File: src/rtl/blit_pkg.sv
package blit_pkg;
    typedef enum logic [2:0] {
        S_IDLE  = 3'd0,
        S_READ  = 3'd1,
        S_LATCH = 3'd2,
        S_WRITE = 3'd3,
        S_DONE  = 3'd4
    } blit_state_t;

    localparam int WORD_W     = 16;
    localparam int WORD_BYTES = 2;
endpackage

File: src/rtl/blit_setup.sv
module blit_setup #(
    parameter int AW    = 32,
    parameter int DIM_W = 12,
    parameter int BPP_W = 3,
    localparam int CW   = DIM_W + BPP_W
) (
    input  logic [AW-1:0]    fb_base,
    input  logic [DIM_W-1:0] scr_width,
    input  logic [BPP_W-1:0] px_bytes,
    input  logic [DIM_W-1:0] img_w,
    input  logic [DIM_W-1:0] img_h,
    input  logic [DIM_W-1:0] pos_x,
    input  logic [DIM_W-1:0] pos_y,
    output logic [AW-1:0]    dst_start,
    output logic [AW-1:0]    row_mod,
    output logic [CW-1:0]    elems,
    output logic             empty
);
    logic [AW-1:0] x_even, bpp_w, stride_b, width_b;
    logic [CW:0]   row_bytes;

    always_comb begin
        x_even    = AW'({pos_x[DIM_W-1:1], 1'b0});
        bpp_w     = AW'(px_bytes);
        stride_b  = AW'(scr_width) * bpp_w;
        width_b   = AW'(img_w) * bpp_w;
        row_bytes = (CW+1)'(img_w) * (CW+1)'(px_bytes);
        elems     = row_bytes[CW:1];
        dst_start = fb_base + x_even * bpp_w + AW'(pos_y) * stride_b;
        row_mod   = stride_b - width_b + AW'(blit_pkg::WORD_BYTES);
        empty     = (elems == '0) || (img_h == '0);
    end
endmodule

File: src/rtl/blit_walker.sv
module blit_walker #(
    parameter int AW    = 32,
    parameter int DIM_W = 12,
    parameter int BPP_W = 3,
    localparam int CW   = DIM_W + BPP_W
) (
    input  logic             clk,
    input  logic             rst_n,
    input  logic             load,
    input  logic             step,
    input  logic [AW-1:0]    src_base,
    input  logic [AW-1:0]    dst_start,
    input  logic [AW-1:0]    row_mod,
    input  logic [CW-1:0]    elems,
    input  logic [DIM_W-1:0] rows,
    output logic [AW-1:0]    src_ptr,
    output logic [AW-1:0]    dst_ptr,
    output logic             last_col,
    output logic             last_row
);
    localparam logic [AW-1:0] STEP = AW'(blit_pkg::WORD_BYTES);

    logic [CW-1:0]    col, elems_q;
    logic [DIM_W-1:0] row, rows_q;
    logic [AW-1:0]    mod_q;

    assign last_col = (col == elems_q - CW'(1));
    assign last_row = (row == rows_q - DIM_W'(1));

    always_ff @(posedge clk or negedge rst_n) begin
        if (!rst_n) begin
            src_ptr <= '0;
            dst_ptr <= '0;
            col     <= '0;
            row     <= '0;
            elems_q <= '0;
            rows_q  <= '0;
            mod_q   <= '0;
        end else if (load) begin
            src_ptr <= src_base;
            dst_ptr <= dst_start;
            col     <= '0;
            row     <= '0;
            elems_q <= elems;
            rows_q  <= rows;
            mod_q   <= row_mod;
        end else if (step) begin
            src_ptr <= src_ptr + STEP;
            if (last_col) begin
                dst_ptr <= dst_ptr + mod_q;
                col     <= '0;
                row     <= row + DIM_W'(1);
            end else begin
                dst_ptr <= dst_ptr + STEP;
                col     <= col + CW'(1);
            end
        end
    end

    assert_src_contiguous_R3: assert property (@(posedge clk) disable iff (!rst_n)
        (step && !load) |=> (src_ptr == $past(src_ptr) + STEP));

    assert_dst_in_row_R5: assert property (@(posedge clk) disable iff (!rst_n)
        (step && !load && !last_col) |=> (dst_ptr == $past(dst_ptr) + STEP));

    assert_dst_row_jump_R5: assert property (@(posedge clk) disable iff (!rst_n)
        (step && !load && last_col) |=> (dst_ptr == $past(dst_ptr) + mod_q));
endmodule

File: src/rtl/blit_agen.sv
module blit_agen #(
    parameter int AW    = 32,
    parameter int DIM_W = 12,
    parameter int BPP_W = 3
) (
    input  logic             clk,
    input  logic             rst_n,
    input  logic             start,
    input  logic             done_ack,
    input  logic [AW-1:0]    src_base,
    input  logic [AW-1:0]    fb_base,
    input  logic [DIM_W-1:0] scr_width,
    input  logic [BPP_W-1:0] px_bytes,
    input  logic [DIM_W-1:0] img_w,
    input  logic [DIM_W-1:0] img_h,
    input  logic [DIM_W-1:0] pos_x,
    input  logic [DIM_W-1:0] pos_y,
    output logic             rd_en,
    output logic [AW-1:0]    rd_addr,
    input  logic [15:0]      rd_data,
    output logic             wr_en,
    output logic [AW-1:0]    wr_addr,
    output logic [15:0]      wr_data,
    output logic             busy,
    output logic             done
);
    import blit_pkg::*;
    localparam int CW = DIM_W + BPP_W;

    blit_state_t        state, state_nx;
    logic [AW-1:0]      dst_start, row_mod;
    logic [CW-1:0]      elems;
    logic               empty, last_col, last_row, load, step;
    logic [WORD_W-1:0]  hold;

    blit_setup #(.AW(AW), .DIM_W(DIM_W), .BPP_W(BPP_W)) u_setup (
        .fb_base(fb_base), .scr_width(scr_width), .px_bytes(px_bytes),
        .img_w(img_w), .img_h(img_h), .pos_x(pos_x), .pos_y(pos_y),
        .dst_start(dst_start), .row_mod(row_mod), .elems(elems), .empty(empty)
    );

    assign load = (state == S_IDLE) && start;
    assign step = (state == S_WRITE);

    blit_walker #(.AW(AW), .DIM_W(DIM_W), .BPP_W(BPP_W)) u_walker (
        .clk(clk), .rst_n(rst_n), .load(load), .step(step),
        .src_base(src_base), .dst_start(dst_start), .row_mod(row_mod),
        .elems(elems), .rows(img_h),
        .src_ptr(rd_addr), .dst_ptr(wr_addr),
        .last_col(last_col), .last_row(last_row)
    );

    always_comb begin
        state_nx = state;
        unique case (state)
            S_IDLE:  if (start) state_nx = empty ? S_DONE : S_READ;
            S_READ:  state_nx = S_LATCH;
            S_LATCH: state_nx = S_WRITE;
            S_WRITE: state_nx = (last_col && last_row) ? S_DONE : S_READ;
            S_DONE:  if (done_ack) state_nx = S_IDLE;
            default: state_nx = S_IDLE;
        endcase
    end

    always_ff @(posedge clk or negedge rst_n) begin
        if (!rst_n) state <= S_IDLE;
        else        state <= state_nx;
    end

    always_ff @(posedge clk or negedge rst_n) begin
        if (!rst_n)                 hold <= '0;
        else if (state == S_LATCH)  hold <= rd_data;
    end

    always_comb begin
        rd_en   = (state == S_READ);
        wr_en   = (state == S_WRITE);
        busy    = (state == S_READ) || (state == S_LATCH) || (state == S_WRITE);
        done    = (state == S_DONE);
        wr_data = hold;
    end

    assert_no_overlap_R6: assert property (@(posedge clk) disable iff (!rst_n)
        !(rd_en && wr_en));

    assert_write_after_read_R6: assert property (@(posedge clk) disable iff (!rst_n)
        wr_en |-> $past(rd_en, 2));

    assert_done_quiet_R7: assert property (@(posedge clk) disable iff (!rst_n)
        done |-> (!busy && !rd_en && !wr_en));

    assert_done_held_R7: assert property (@(posedge clk) disable iff (!rst_n)
        (done && !done_ack) |=> done);

    assert_empty_finish_R8: assert property (@(posedge clk) disable iff (!rst_n)
        (load && empty) |=> (done && !rd_en));

    assert_start_ignored_R9: assert property (@(posedge clk) disable iff (!rst_n)
        (busy && start && !(wr_en && last_col && last_row)) |=> busy);
endmodule

File: config.mk
export PLATFORM = sky130hd
export DESIGN_NAME = blit_agen
export DESIGN_NICKNAME = d
export VERILOG_FILES = /design/src/rtl/blit_pkg.sv /design/src/rtl/blit_setup.sv /design/src/rtl/blit_walker.sv /design/src/rtl/blit_agen.sv
export SDC_FILE = /design/constraint.sdc
export NUM_CORES = 1
export LEC_CHECK = 0
export BUFFER_PORTS_ARGS = -buffer_cell sky130_fd_sc_hd__buf_4
export CAP_MARGIN = 10
export CORE_MARGIN = 10
export CORE_UTILIZATION = 35
export CTS_BUF_LIST = sky130_fd_sc_hd__clkbuf_8
export CTS_CLUSTER_SIZE = 28
export DETAILED_ROUTE_END_ITERATION = 10
export SYNTH_ARGS = -nofsm -noshare
export SYNTH_HDL_FRONTEND = slang
export SYNTH_SLANG_ARGS = --single-unit
File: constraint.sdc
create_clock -name clk -period 3.1 [get_ports clk]
set_input_delay 0 -clock clk [delete_from_list [all_inputs] [get_ports clk]]
set_output_delay 0 -clock clk [all_outputs]
set_load 0.05 [all_outputs]
==> impl_summary.txt <==
----------------------------------------------------
[Outcome]
  Status ... finished, violations left
  Violations in the final reports ... setup timing

[Setup path]
  Critical path origin ... px_bytes[1]
  Worst setup SP type ... primary input
  Crit Path Class ... primary input to register
  Critical path peak fanout ... 8
  Register-to-register setup slack ... -0.35 ns
  Maximum cell stage delay along the critical path ... 0.55 ns
  Critical path's most frequent cell ... sky130_fd_sc_hd__fa_1
  Worst flop-to-flop path endpoint ... u_walker.dst_ptr[26]
  Reg-to-reg critical path startpoint ... u_walker.mod_q[0]
  Crit path arrival time ... 7.92 ns
  Required arrival time at the worst endpoint ... 3.53 ns
  Worst Reg-to-Reg Cells ... 14
  Cell with the largest stage delay on the worst path ... sky130_fd_sc_hd__fa_1
  Critical path capture point ... u_walker.dst_ptr[24]
  Kind of end point of the critical path ... register

[Detailed routing]
  Vias ... 21240
  Routed length per placed instance ... 16.48 um
  Count of antenna-violating nets left after detailed routing ... 0
  Number of DRC violations after detailed routing ... 0
  Drt first-iter violations ... 1098
  DRT Pass-1 Iters ... 5
  Wirelength, routed ... 70.71 mm
  Via density per instance ... 4.948

[Synth]
  Count of different cell masters after synthesis ... 83
  Synth async-reset ratio ... 100.0%
  Number of synthesized register bits ... 168
  Nets in the synthesized netlist ... 3256
  Post-Synthesis Cell Area ... 0.02219 mm2
  Total number of yosys warnings ... 0
  Portion of the post-synthesis area used by sequential elements ... 18.94%
  Most frequent cells after synthesis ... sky130_fd_sc_hd__nand2_1, sky130_fd_sc_hd__inv_1, sky130_fd_sc_hd__fa_1, sky130_fd_sc_hd__ha_1, sky130_fd_sc_hd__dfrtp_1
  Post-synth top area cell ... sky130_fd_sc_hd__fa_1
  Leading cell type by number of instances after synthesis ... sky130_fd_sc_hd__nand2_1
  Portion of synthesized cell area occupied by the leading cell type ... 19.21%
  Post-synthesis instance total ... 2711
  Ranking of synthesized cells by area ... sky130_fd_sc_hd__fa_1, sky130_fd_sc_hd__dfrtp_1, sky130_fd_sc_hd__ha_1
  Number of flops mapped to enable cells by yosys ... 0
  Most instantiated flip-flop cell in the synthesis netlist ... sky130_fd_sc_hd__dfrtp_1
  Syn_area_per_cell ... 8.187 um2

[Floorplan]
  Total core area ... 0.06297 mm2
  Die Ht ... 271.8 um
  Number of rows created at floorplan ... 92
  Die span in x ... 271.8 um
  Initial Utilization ... 35.25%
  I/O pin cnt ... 231
  Die outline area ... 0.07388 mm2

[Finish]
  Layout cell share with drive strength beyond 1 ... 32.70%
  Area added between synthesis and finish ... 43.00%
  Post-Layout Inst Area ... 0.03174 mm2
  Final layout net count ... 3980
  Total of fill cells in the finished design ... 5947
  Total inserted antenna cells ... 0

[Place]
  Post-DP HPWL ... 57.58 mm
  Quantity of I/O buffers inserted on ports ... 229
  Post-place instance area ... 0.02859 mm2
  Routability congestion estimate ... 0.9048

[Timing]
  Highest achievable clock rate ... 133.5 MHz
  Worst rel slew slack ... 46.44%
  Least setup slack across all paths after layout ... -4.388 ns
  Count of final max-slew check failures ... 0
  Worst slew pin tran ... 0.8034 ns
  Number of endpoints failing setup at the final stage ... 69
  RSZ-0062 raised after global routing ... yes
  Clock tree skew after final layout ... 0.01725 ns
  Final Hold Viols ... 0
  Clock period minus final worst setup slack ... 7.488 ns
  Final clock period utilization by the worst path ... 241.5%

[GRT]
  Wire length of the first global-routing pass ... 112.6 mm
  Most Crowded Layer GR ... met2
  M1 GR Usage ... 24.45%
  M3 GR Usage ... 2.287%
  Vias in the first global route ... 21180
  Overall overflow remaining after global route ... 0
  Initial antenna violation count ... 0
  Met2 usage in global routing ... 32.46%
  Pin count of the biggest net entering global routing ... 71
  Global-route usage over all layers ... 18.70%

[Clocking]
  Number of levels the H-tree was split into ... 4
  CTS buffer count ... 17
  Clk Latency, worst-skew pair ... 0.50 ns
  Buffer levels on the longest clock path ... 2
  TritonCTS clock tree ... built
  Num Clock Sinks ... 168
  Clk slew on worst S/H paths ... 0.10 ns
  Cell chosen for the clock root ... sky130_fd_sc_hd__clkbuf_8

[Flow run]
  Max-cap violation count ... 0

[Min path]
  Tightest Hold Check Type ... primary input to async pin

----------------------------------------------------
worst min path at each step:
stage,from,end,slack [ns],cells past startpoint
after floorplan,rst_n,state[0],-0.30,0
after global placement,rst_n,wr_data[1],0.005,1
after detailed placement,rst_n,wr_data[1],0.001,1
after CTS,rst_n,wr_data[1],0.01,2
after global routing,rst_n,wr_data[1],0.04,2
final,rst_n,wr_data[1],0.008,2
flip-flops by register name, summed over array words and instances (netlist names):
| register | flops |
|---|---|
| u_walker.dst_ptr | 32 |
| u_walker.mod_q | 32 |
| u_walker.src_ptr | 32 |
| wr_data | 16 |
| u_walker.col | 15 |
| u_walker.elems_q | 14 |
| u_walker.row | 12 |
| u_walker.rows_q | 12 |
| state | 3 |
placed cells by master (no fill, tap or decap), drive strengths merged, types with 20 or more instances in the layout:
cell	instances
buf	747
nand2	405
inv	353
fa	213
ha	185
dfrtp	168
o21ai	164
nor2	155
a21oi	125
and2	81
xor2	77
nand3	75
dlygate4sd3	67
xnor2	67
and3	50
a21o	47
nor3	40
nand2b	31
a211oi	28
nand4	27
nor2b	25
or3	23
clkbuf	21
o21bai	21
mux2	20
a21boi	20
through the flow:
stage / utilization (%) / setup slack, ns / hold WS (ns) / instances / setup TNS, ns
2_1_floorplan: - / -4.700 / -0.2956 / 2711 / -162.29
3_3_place_gp: 45.40 / -5.012 / 0.004588 / 4148 / -186.57
3_5_place_dp: 45.40 / -5.126 / 0.001300 / 4148 / -190.47
4_1_cts: 48.62 / -4.433 / 0.01052 / 4273 / -143.00
5_1_grt: 50.40 / -4.706 / 0.03945 / 4292 / -159.98
6_report: 50.40 / -4.388 / 0.008197 / 4292 / -143.27
area by class of cell:
cell class	instances	area, um2	area share, %
clock buffer	20	275.3	0.8673
clock inverter	10	120.1	0.3785
inverter	352	1334	4.203
multi-input combinational	2081	18050	56.87
sequential	168	4204	13.25
tap	846	1059	3.335
timing repair buffer	815	6698	21.10
timing repair:
item / 4_1_cts / 5_1_grt
resized for setup: 172 / 237
pin swaps: 153 / 172
setup buffers: 28 / 33
cloned: 1 / 1
hold buffers: 67 / 0
endpoints found under the setup margin: 84 / 88
endpoints found under the hold margin: 217 / 0
critical path: cells and delay by family:
family | cells | cell delay, ns
xor gates and xnor gates | 1 | 0.09
AOI/OAI and AO/OA | 13 | 2.19
buffers and inverters | 11 | 0.85
adders and majority gates | 9 | 3.95
and+or+nand+nor | 3 | 0.64
muxes | 1 | 0.15
layer usage:
layer  vias up  wire [um]
met5         -          0
met4         0       1472
met3        72       3454
met2       470      34130
met1     10220      31660
li1      10480          -
logic make-up (layout without fill, tap and decap cells):
| kind of cell | count (synthesis) | in the layout | synth area share [%] |
|---|---|---|---|
| compound gates | 528 | 528 | 14.97 |
| flops | 168 | 168 | 18.94 |
| fa+ha+maj | 398 | 398 | 29.64 |
| xor+xnor | 144 | 144 | 5.683 |
| buf+inv | 462 | 1197 | 7.898 |
| mux | 31 | 31 | 1.511 |
| simple gates | 980 | 980 | 21.35 |
Power is not shown: default switching activity piles up to over one toggle a cycle in this logic, so the estimate is an artifact.
